--- src/rtl/pdec_pkg.sv ---
package pdec_pkg;
  localparam int unsigned NUM_KINDS = 2;
  localparam int unsigned KIND_HI   = 0;
  localparam int unsigned KIND_LO   = 1;

  typedef struct packed {
    logic hi;
    logic lo;
  } pulse_ev_t;
endpackage

--- src/rtl/pdec_edge_sync.sv ---
module pdec_edge_sync #(
  parameter int unsigned STAGES = 2
) (
  input  logic clk,
  input  logic rst,
  input  logic async_i,
  output logic rise_o
);
  logic [STAGES-1:0] chain;
  logic              prev;

  always_ff @(posedge clk) begin
    if (rst) begin
      chain <= '0;
      prev  <= 1'b0;
    end else begin
      chain <= {chain[STAGES-2:0], async_i};
      prev  <= chain[STAGES-1];
    end
  end

  assign rise_o = chain[STAGES-1] & ~prev;

  // an edge event lasts exactly one cycle
  p_single_cycle_r8: assert property (@(posedge clk) disable iff (rst)
    rise_o |=> !rise_o);
endmodule

--- src/rtl/pdec_watchdog.sv ---
module pdec_watchdog #(
  parameter int unsigned TIMEOUT_CYC = 250
) (
  input  logic clk,
  input  logic rst,
  input  logic kick_i,
  output logic expired_o
);
  localparam int unsigned CNT_W = $clog2(TIMEOUT_CYC + 1);
  localparam logic [CNT_W-1:0] LIMIT = CNT_W'(TIMEOUT_CYC);

  logic [CNT_W-1:0] cnt;

  always_ff @(posedge clk) begin
    if (rst)               cnt <= LIMIT;
    else if (kick_i)       cnt <= '0;
    else if (cnt != LIMIT) cnt <= cnt + 1'b1;
  end

  assign expired_o = (cnt == LIMIT);

  // the count never runs past its limit
  p_cnt_bound_r3: assert property (@(posedge clk) disable iff (rst)
    cnt <= LIMIT);
  // a kick always leaves the watchdog unexpired
  p_kick_restart_r9: assert property (@(posedge clk) disable iff (rst)
    kick_i |=> !expired_o);
endmodule

--- src/rtl/pdec_level_reg.sv ---
module pdec_level_reg
  import pdec_pkg::*;
(
  input  logic      clk,
  input  logic      rst,
  input  pulse_ev_t ev_i,
  input  logic      expired_i,
  output logic      level_o,
  output logic      fault_o,
  output logic      err_o
);
  logic any_ev;
  assign any_ev = ev_i.hi | ev_i.lo;

  always_ff @(posedge clk) begin
    if (rst) begin
      level_o <= 1'b0;
      fault_o <= 1'b1;
      err_o   <= 1'b0;
    end else if (any_ev) begin
      fault_o <= 1'b0;
      if (ev_i.hi && ev_i.lo) err_o   <= 1'b1;
      else                    level_o <= ev_i.hi;
    end else if (expired_i) begin
      fault_o <= 1'b1;
      level_o <= 1'b0;
    end
  end

  // fault implies a low output
  p_fault_low_r4: assert property (@(posedge clk) disable iff (rst)
    fault_o |-> !level_o);
  // a lone high event yields a high output
  p_hi_sets_r2: assert property (@(posedge clk) disable iff (rst)
    (ev_i.hi && !ev_i.lo) |=> level_o);
  // a lone low event yields a low output
  p_lo_clears_r2: assert property (@(posedge clk) disable iff (rst)
    (ev_i.lo && !ev_i.hi) |=> !level_o);
  // coincident events hold the level and flag an error
  p_both_hold_r5: assert property (@(posedge clk) disable iff (rst)
    (ev_i.hi && ev_i.lo) |=> (level_o == $past(level_o)) && err_o);
  // the error flag is sticky
  p_err_sticky_r5: assert property (@(posedge clk) disable iff (rst)
    err_o |=> err_o);
  // any event clears the fault
  p_event_clears_r6: assert property (@(posedge clk) disable iff (rst)
    any_ev |=> !fault_o);
endmodule

--- src/rtl/pulse_rx_decoder.sv ---
module pulse_rx_decoder
  import pdec_pkg::*;
#(
  parameter int unsigned SYNC_STAGES = 2,
  parameter int unsigned TIMEOUT_CYC = 250
) (
  input  logic clk,
  input  logic rst,
  input  logic hi_pulse_i,
  input  logic lo_pulse_i,
  output logic level_o,
  output logic link_fault_o,
  output logic proto_err_o
);
  logic [NUM_KINDS-1:0] raw;
  logic [NUM_KINDS-1:0] rise;
  pulse_ev_t            ev;
  logic                 wd_expired;

  assign raw[KIND_HI] = hi_pulse_i;
  assign raw[KIND_LO] = lo_pulse_i;

  for (genvar k = 0; k < NUM_KINDS; k++) begin : g_sync
    pdec_edge_sync #(.STAGES(SYNC_STAGES)) u_sync (
      .clk     (clk),
      .rst     (rst),
      .async_i (raw[k]),
      .rise_o  (rise[k])
    );
  end

  assign ev.hi = rise[KIND_HI];
  assign ev.lo = rise[KIND_LO];

  pdec_watchdog #(.TIMEOUT_CYC(TIMEOUT_CYC)) u_wd (
    .clk       (clk),
    .rst       (rst),
    .kick_i    (ev.hi | ev.lo),
    .expired_o (wd_expired)
  );

  pdec_level_reg u_lvl (
    .clk       (clk),
    .rst       (rst),
    .ev_i      (ev),
    .expired_i (wd_expired),
    .level_o   (level_o),
    .fault_o   (link_fault_o),
    .err_o     (proto_err_o)
  );

  // timeout without an event raises the fault and drops the level
  p_timeout_fault_r3: assert property (@(posedge clk) disable iff (rst)
    (wd_expired && !(ev.hi || ev.lo)) |=> link_fault_o && !level_o);
endmodule

--- config.mk ---
export PLATFORM = sky130hd
export DESIGN_NAME = pulse_rx_decoder
export DESIGN_NICKNAME = d
export VERILOG_FILES = /design/src/rtl/pdec_pkg.sv /design/src/rtl/pdec_edge_sync.sv /design/src/rtl/pdec_watchdog.sv /design/src/rtl/pdec_level_reg.sv /design/src/rtl/pulse_rx_decoder.sv
export SDC_FILE = /design/constraint.sdc
export NUM_CORES = 1
export LEC_CHECK = 0
export ABC_AREA = 0
export BUFFER_PORTS_ARGS = -buffer_cell sky130_fd_sc_hd__buf_2
export CORE_ASPECT_RATIO = 0.9
export CORE_MARGIN = 4
export CORE_UTILIZATION = 45
export DETAILED_ROUTE_END_ITERATION = 6
export PLACE_DENSITY = 0.69
export SYNTH_ARGS = -nofsm -noshare
export SYNTH_HDL_FRONTEND = slang
export SYNTH_SLANG_ARGS = --single-unit
--- constraint.sdc ---
create_clock -name clk -period 1.5 [get_ports clk]
set_clock_uncertainty 0.05 [all_clocks]
set_input_delay 0.075 -clock clk [delete_from_list [all_inputs] [get_ports clk]]
set_output_delay 0.075 -clock clk [all_outputs]
set_load 0.005 [all_outputs]
# After elaboration in Yosys (flattened, before gate mapping)
# Cells that the tools add are included.
[word_totals]
ff_bits = 17
latchBits = 0
ram_bits = 0
romBits = 0
input_bits = 4
output_inout_bits = 3
mem_count = 0
[op_classes]
addsub = 1
n_mul = 0
n_div = 0
n_lt_le_gt_ge = 0
eq_ne = 3
shifts = 0
n_mux = 7
n_bitwise = 5
n_reduce_logical = 6
[ops]
columns = ["cell", "n"]
rows = [
  ["$mux 8", 2],
  ["$add 8x1->8 const B", 1],
  ["$eq 8x8->1 const B", 1],
  ["$ne 8x8->1 const B", 1],
  ["$mux 1", 5],
  ["$reduce_and 2->1", 2],
  ["$reduce_bool 2->1", 2],
  ["$and 1x1->1", 2],
  ["$ne 2x2->1 const B", 1],
  ["$not 1->1", 2],
  ["$reduce_or 2->1", 1],
  ["$logic_and 1x1->1", 1],
  ["$or 1x1->1", 1],
]

# Logic depth before layout (Yosys ltp)
[depth]
word_depth = 5
ltp_mapped = 5
mapped_depth_nobuf = 5

# By module
# Synthesis repeated with hierarchy kept, for this count alone.
[unflattened]
cells_unflattened = 68
area_unflattened_um2 = 685.7
[by_module_without_submodules]
columns = ["module", "instances", "cells_per_inst", "area_each_um2"]
rows = [
  ["pdec_watchdog", 1, 41, 392.9],
  ["pdec_edge_sync", 2, 7, 87.6],
  ["pdec_level_reg", 1, 12, 111.4],
  ["pulse_rx_decoder", 1, 1, 6.3],
]

# Worst setup path before layout
# OpenSTA, ideal clock, no wires.
[synth_path]
kind = "reg2reg"
startpoint = "register u_wd.cnt[0]"
endpoint = "register u_lvl.fault_o"
arrival_time_ns = 1.064
t_required_ns = 1.334
path_slack_ns = 0.270
stages_incl_launch_ff = 6
n_path_buf = 0
period_less_slack_ns = 1.230
path_cell_list = "dfxtp_1 -> inv_1 -> ha_1 -> nand3b_1 -> o21bai_1 -> a31o_2"
[synth_via]
elab_chain_cells = 2
[synth_rtl]
columns = ["item", "line", "text"]
rows = [
  ["start, declared", "pdec_watchdog.sv:12", "logic [CNT_W-1:0] cnt;"],
  ["start signal, assigned", "pdec_watchdog.sv:17", "else if (cnt != LIMIT) cnt <= cnt + 1'b1;"],
  ["$eq 8x8->1", "pdec_watchdog.sv:20", "assign expired_o = (cnt == LIMIT);"],
  ["$reduce_bool 2->1 (no line)", "--", ""],
  ["end signal, assigned", "pdec_level_reg.sv:18", "fault_o <= 1'b1;"],
  ["end signal, assigned", "pdec_level_reg.sv:21", "fault_o <= 1'b0;"],
  ["end signal, assigned", "pdec_level_reg.sv:25", "fault_o <= 1'b1;"],
  ["end, declared", "pdec_level_reg.sv:9", "output logic fault_o,"],
]
# No other way between the ends.
# A chain may end at the register's enable or synchronous reset.

# Worst setup path in the final report
# Ends and elaborated chain as after synthesis.

==> flow_summary.json <==
{
  "regToRegStartpoint": "u_wd.cnt[0]$_SDFFE_PP0N_",
  "antenna_left": 0,
  "p_int_mw": 0.681,
  "clockBufferDepth": 2,
  "syn_area_um2": 713,
  "r2r-end": "u_lvl.fault_o$_SDFFE_PP1P_",
  "p_clk_share_pct": 25.4,
  "path_class": "reg -> reg",
  "period_minus_slack_ps": 1350,
  "clockRootBuffer": "clkbuf_4",
  "clkLatencyLatePin_ps": 290,
  "required_ps": 1640,
  "setup_viol": 0,
  "hold_path.class": "in -> reg",
  "synth_area_leader_cell": "dfxtp_1",
  "areaGrowthSynthToFinish_pct": 13.3,
  "vias_per_cell": 5.67,
  "min_to": "g_sync[1].u_sync.prev$_SDFF_PP0_",
  "max-cap-violations": 0,
  "yosysWarnings": 0,
  "finalNonFillerCells": 95,
  "ios": 7,
  "synth_commonest_cells": "dfxtp_1, nor2b_1, nand3b_1",
  "synthFlopType": "dfxtp_1",
  "crit_chain": "inv_1 > ha_1 > nand3b_1 > o21bai_1 > a31o_2",
  "antenna_found_initial": 0,
  "htreeDepth": 1,
  "r2r_setup_slack_ps": 150,
  "nets": 87,
  "startpoint_type": "flip-flop",
  "ys_ff_latch": 17,
  "start_util_pct": 48.7,
  "min_from": "rst",
  "power_switching_mw": 0.282,
  "grt_setup_unrepaired": "false",
  "place_ws_ps": 180,
  "grt_pass1_wl_mm": 2.30,
  "status": "finished, final reports clean",
  "post-dp-hpwl_um": 879,
  "dr_total_vias": 539,
  "sw_frac_of_total_pct": 29.3,
  "yosys.cell_types.count": 27,
  "gp_congestion": 0.775,
  "path_max_fanout": 7,
  "core-area_mm2": 0.00146,
  "reg2regPathDepth": 5,
  "hold_viol_final": 0,
  "cts_made_buffers": 3,
  "dp.cells": 89,
  "fp.dieW_um": 50.0,
  "period_share_pct": 89.7,
  "critical_path.slowest_cell": "dfxtp_1",
  "arrival_ps": 1490,
  "synth-edff-count": 0,
  "ys_seq_area_share_pct": 47.7,
  "p_per_area_mw_per_mm2": 1190,
  "clock.fmax_mhz": 743,
  "num_rows": 13,
  "gr-total-overflow": 0,
  "grt_max_degree": 12,
  "critPathMaxStageDelay_ps": 400,
  "combPwrFrac_pct": 19.2,
  "whs_path_depth": 2,
  "yosysTopAreaCellShare_pct": 47.7,
  "dieArea_mm2": 0.00229,
  "maxSlewViolCount": 0,
  "nFillCells": 133,
  "synth_fp_nets": 75,
  "seqCellArea_um2": 340,
  "p_leak_nw": 0.313,
  "cts_num_sinks": 17,
  "syn_area_per_cell_um2": 10.3,
  "max_slew_margin_pct": 81.5,
  "synthArstFlopShare_pct": 0,
  "seqPwrFrac_pct": 55.4,
  "grtUsageTotal_pct": 13.8,
  "die_h_um": 45.8,
  "drive_gt1_share_pct": 20.0,
  "setup_tns_ps": 0,
  "antenna_cells": 0,
  "drt_iter0_drc": 7,
  "synth.most_common_cell": "dfxtp_1",
  "cts_tree": "built",
  "wl_mm": 1.22,
  "cts_setup_buffers": 0,
  "wl_per_cell_um": 12.9,
  "first_global_vias": 498,
  "netlist_instances": 69,
  "synthTopCellsByArea": "dfxtp_1, nor2b_1, nand3b_1",
  "cp-end-kind": "flip-flop",
  "drc": 0,
  "ir_drop_mv": 0.708,
  "multiInputGateArea_um2": 349,
  "first_pass_iters": 4,
  "tightestPinTransition_ps": 274,
  "timing.final.ws_setup_ps": 154,
  "clk_pin_slew_ps": 100,
  "port-buffer-count": 6
}
==> power by group through the flow <==
stage | registers [mW] | logic [mW] | clock network (mW)
after global routing | 0.540 | 0.210 | 0.277
after CTS | 0.534 | 0.188 | 0.255
final | 0.533 | 0.185 | 0.245
after detailed placement | 0.544 | 0.183 | 0
after global placement | 0.542 | 0.178 | 0
after floorplan | 0.535 | 0.150 | 0
==> flip-flops by register name, indices dropped and copies added, names as in the netlist <==
register and count:
g_sync.u_sync.prev 2, u_lvl.fault_o 1, u_lvl.level_o 1, u_wd.cnt 8, u_lvl.err_o 1, g_sync.u_sync.chain 4
==> critical path, delay by kind of cell (launching register included) <==
kind,cells,cell delay [ps]
compound gates,2,330
simple gates,1,210
buf+inv,1,60
flops,1,400
fa+ha+maj,1,190
==> cell usage in the layout (no fill, tap or decap) <==
master	count
o31ai_2	1
nor3_1	2
nor2_1	2
a31o_2	1
o2111ai_1	3
nand2b_1	2
buf_4	2
ha_1	2
dfxtp_1	17
o211ai_1	1
o311ai_0	3
dlygate4sd3_1	2
xnor2_1	1
nor4_1	1
o21bai_1	2
xor2_1	2
nor2b_1	6
a21oi_1	1
o21a_1	2
inv_1	2
nor4b_2	1
nand3_1	3
o21ai_0	3
nand3b_1	4
clkinv_2	1
buf_2	6
nand2_1	3
clkbuf_4	3
nand4_4	1
==> per-stage QoR <==
| stage | hold slack [ps] | total power [mW] | util, % | instance area, um^2 |
|---|---|---|---|---|
| 3_3_place_gp | 233 | 0.720 | 52.0 | 761 |
| 2_1_floorplan | 153 | 0.685 | - | 713 |
| 3_5_place_dp | 241 | 0.728 | 52.0 | 761 |
| 5_1_grt | 59.0 | 1.03 | 55.2 | 808 |
| 6_report | 37.0 | 0.963 | 55.2 | 808 |
| 4_1_cts | 40.0 | 0.977 | 55.2 | 808 |
==> kinds of logic (layout without fill, tap and decap cells) <==
logic type / Yosys count / in the layout / synth area share [%]
buffers and inverters: 5 / 16 / 3.33
flip-flops: 17 / 17 / 47.7
AND/OR/NAND/NOR: 25 / 25 / 23.3
adder cells (fa/ha/maj): 2 / 2 / 3.51
AO/OA/AOI/OAI: 17 / 17 / 18.4
XOR/XNOR: 3 / 3 / 3.68
==> worst max-delay path by stage <==
stage,from,to,slack (ps),depth (start not counted)
final,u_wd.cnt[0]$_SDFFE_PP0N_,u_lvl.fault_o$_SDFFE_PP1P_,150,5
after global routing,u_wd.cnt[0]$_SDFFE_PP0N_,u_lvl.fault_o$_SDFFE_PP1P_,70,5
after CTS,u_wd.cnt[0]$_SDFFE_PP0N_,u_lvl.fault_o$_SDFFE_PP1P_,160,5
after detailed placement,u_wd.cnt[0]$_SDFFE_PP0N_,u_lvl.fault_o$_SDFFE_PP1P_,180,5
after global placement,u_wd.cnt[0]$_SDFFE_PP0N_,u_lvl.fault_o$_SDFFE_PP1P_,220,5
after floorplan,u_wd.cnt[0]$_SDFFE_PP0N_,u_lvl.fault_o$_SDFFE_PP1P_,270,5
==> what timing repair did <==
item	CTS	global route
hold buffers	2	0
gates resized for setup	0	0
endpoints found under the hold margin	2	0
==> layout make-up <==
cell class | count | share of cell area, %
Timing Repair Buffer | 10 | 8.05
Sequential cell | 17 | 42.1
Inverter | 2 | 0.929
Multi-Input combinational cell | 47 | 43.2
Clock inverter | 1 | 0.619
Clock buffer | 3 | 2.79
Tap cell | 15 | 2.32
==> per-layer routing <==
layer | global-route usage (%) | vias up | wire length [um]
met5 | 0 | - | 0
met4 | 7.18 | 0 | 10
met3 | 2.95 | 2 | 39
met2 | 20.8 | 6 | 544
met1 | 18.6 | 254 | 628
li1 | - | 277 | -
No activity file was read; power rests on OpenSTA's default activity.
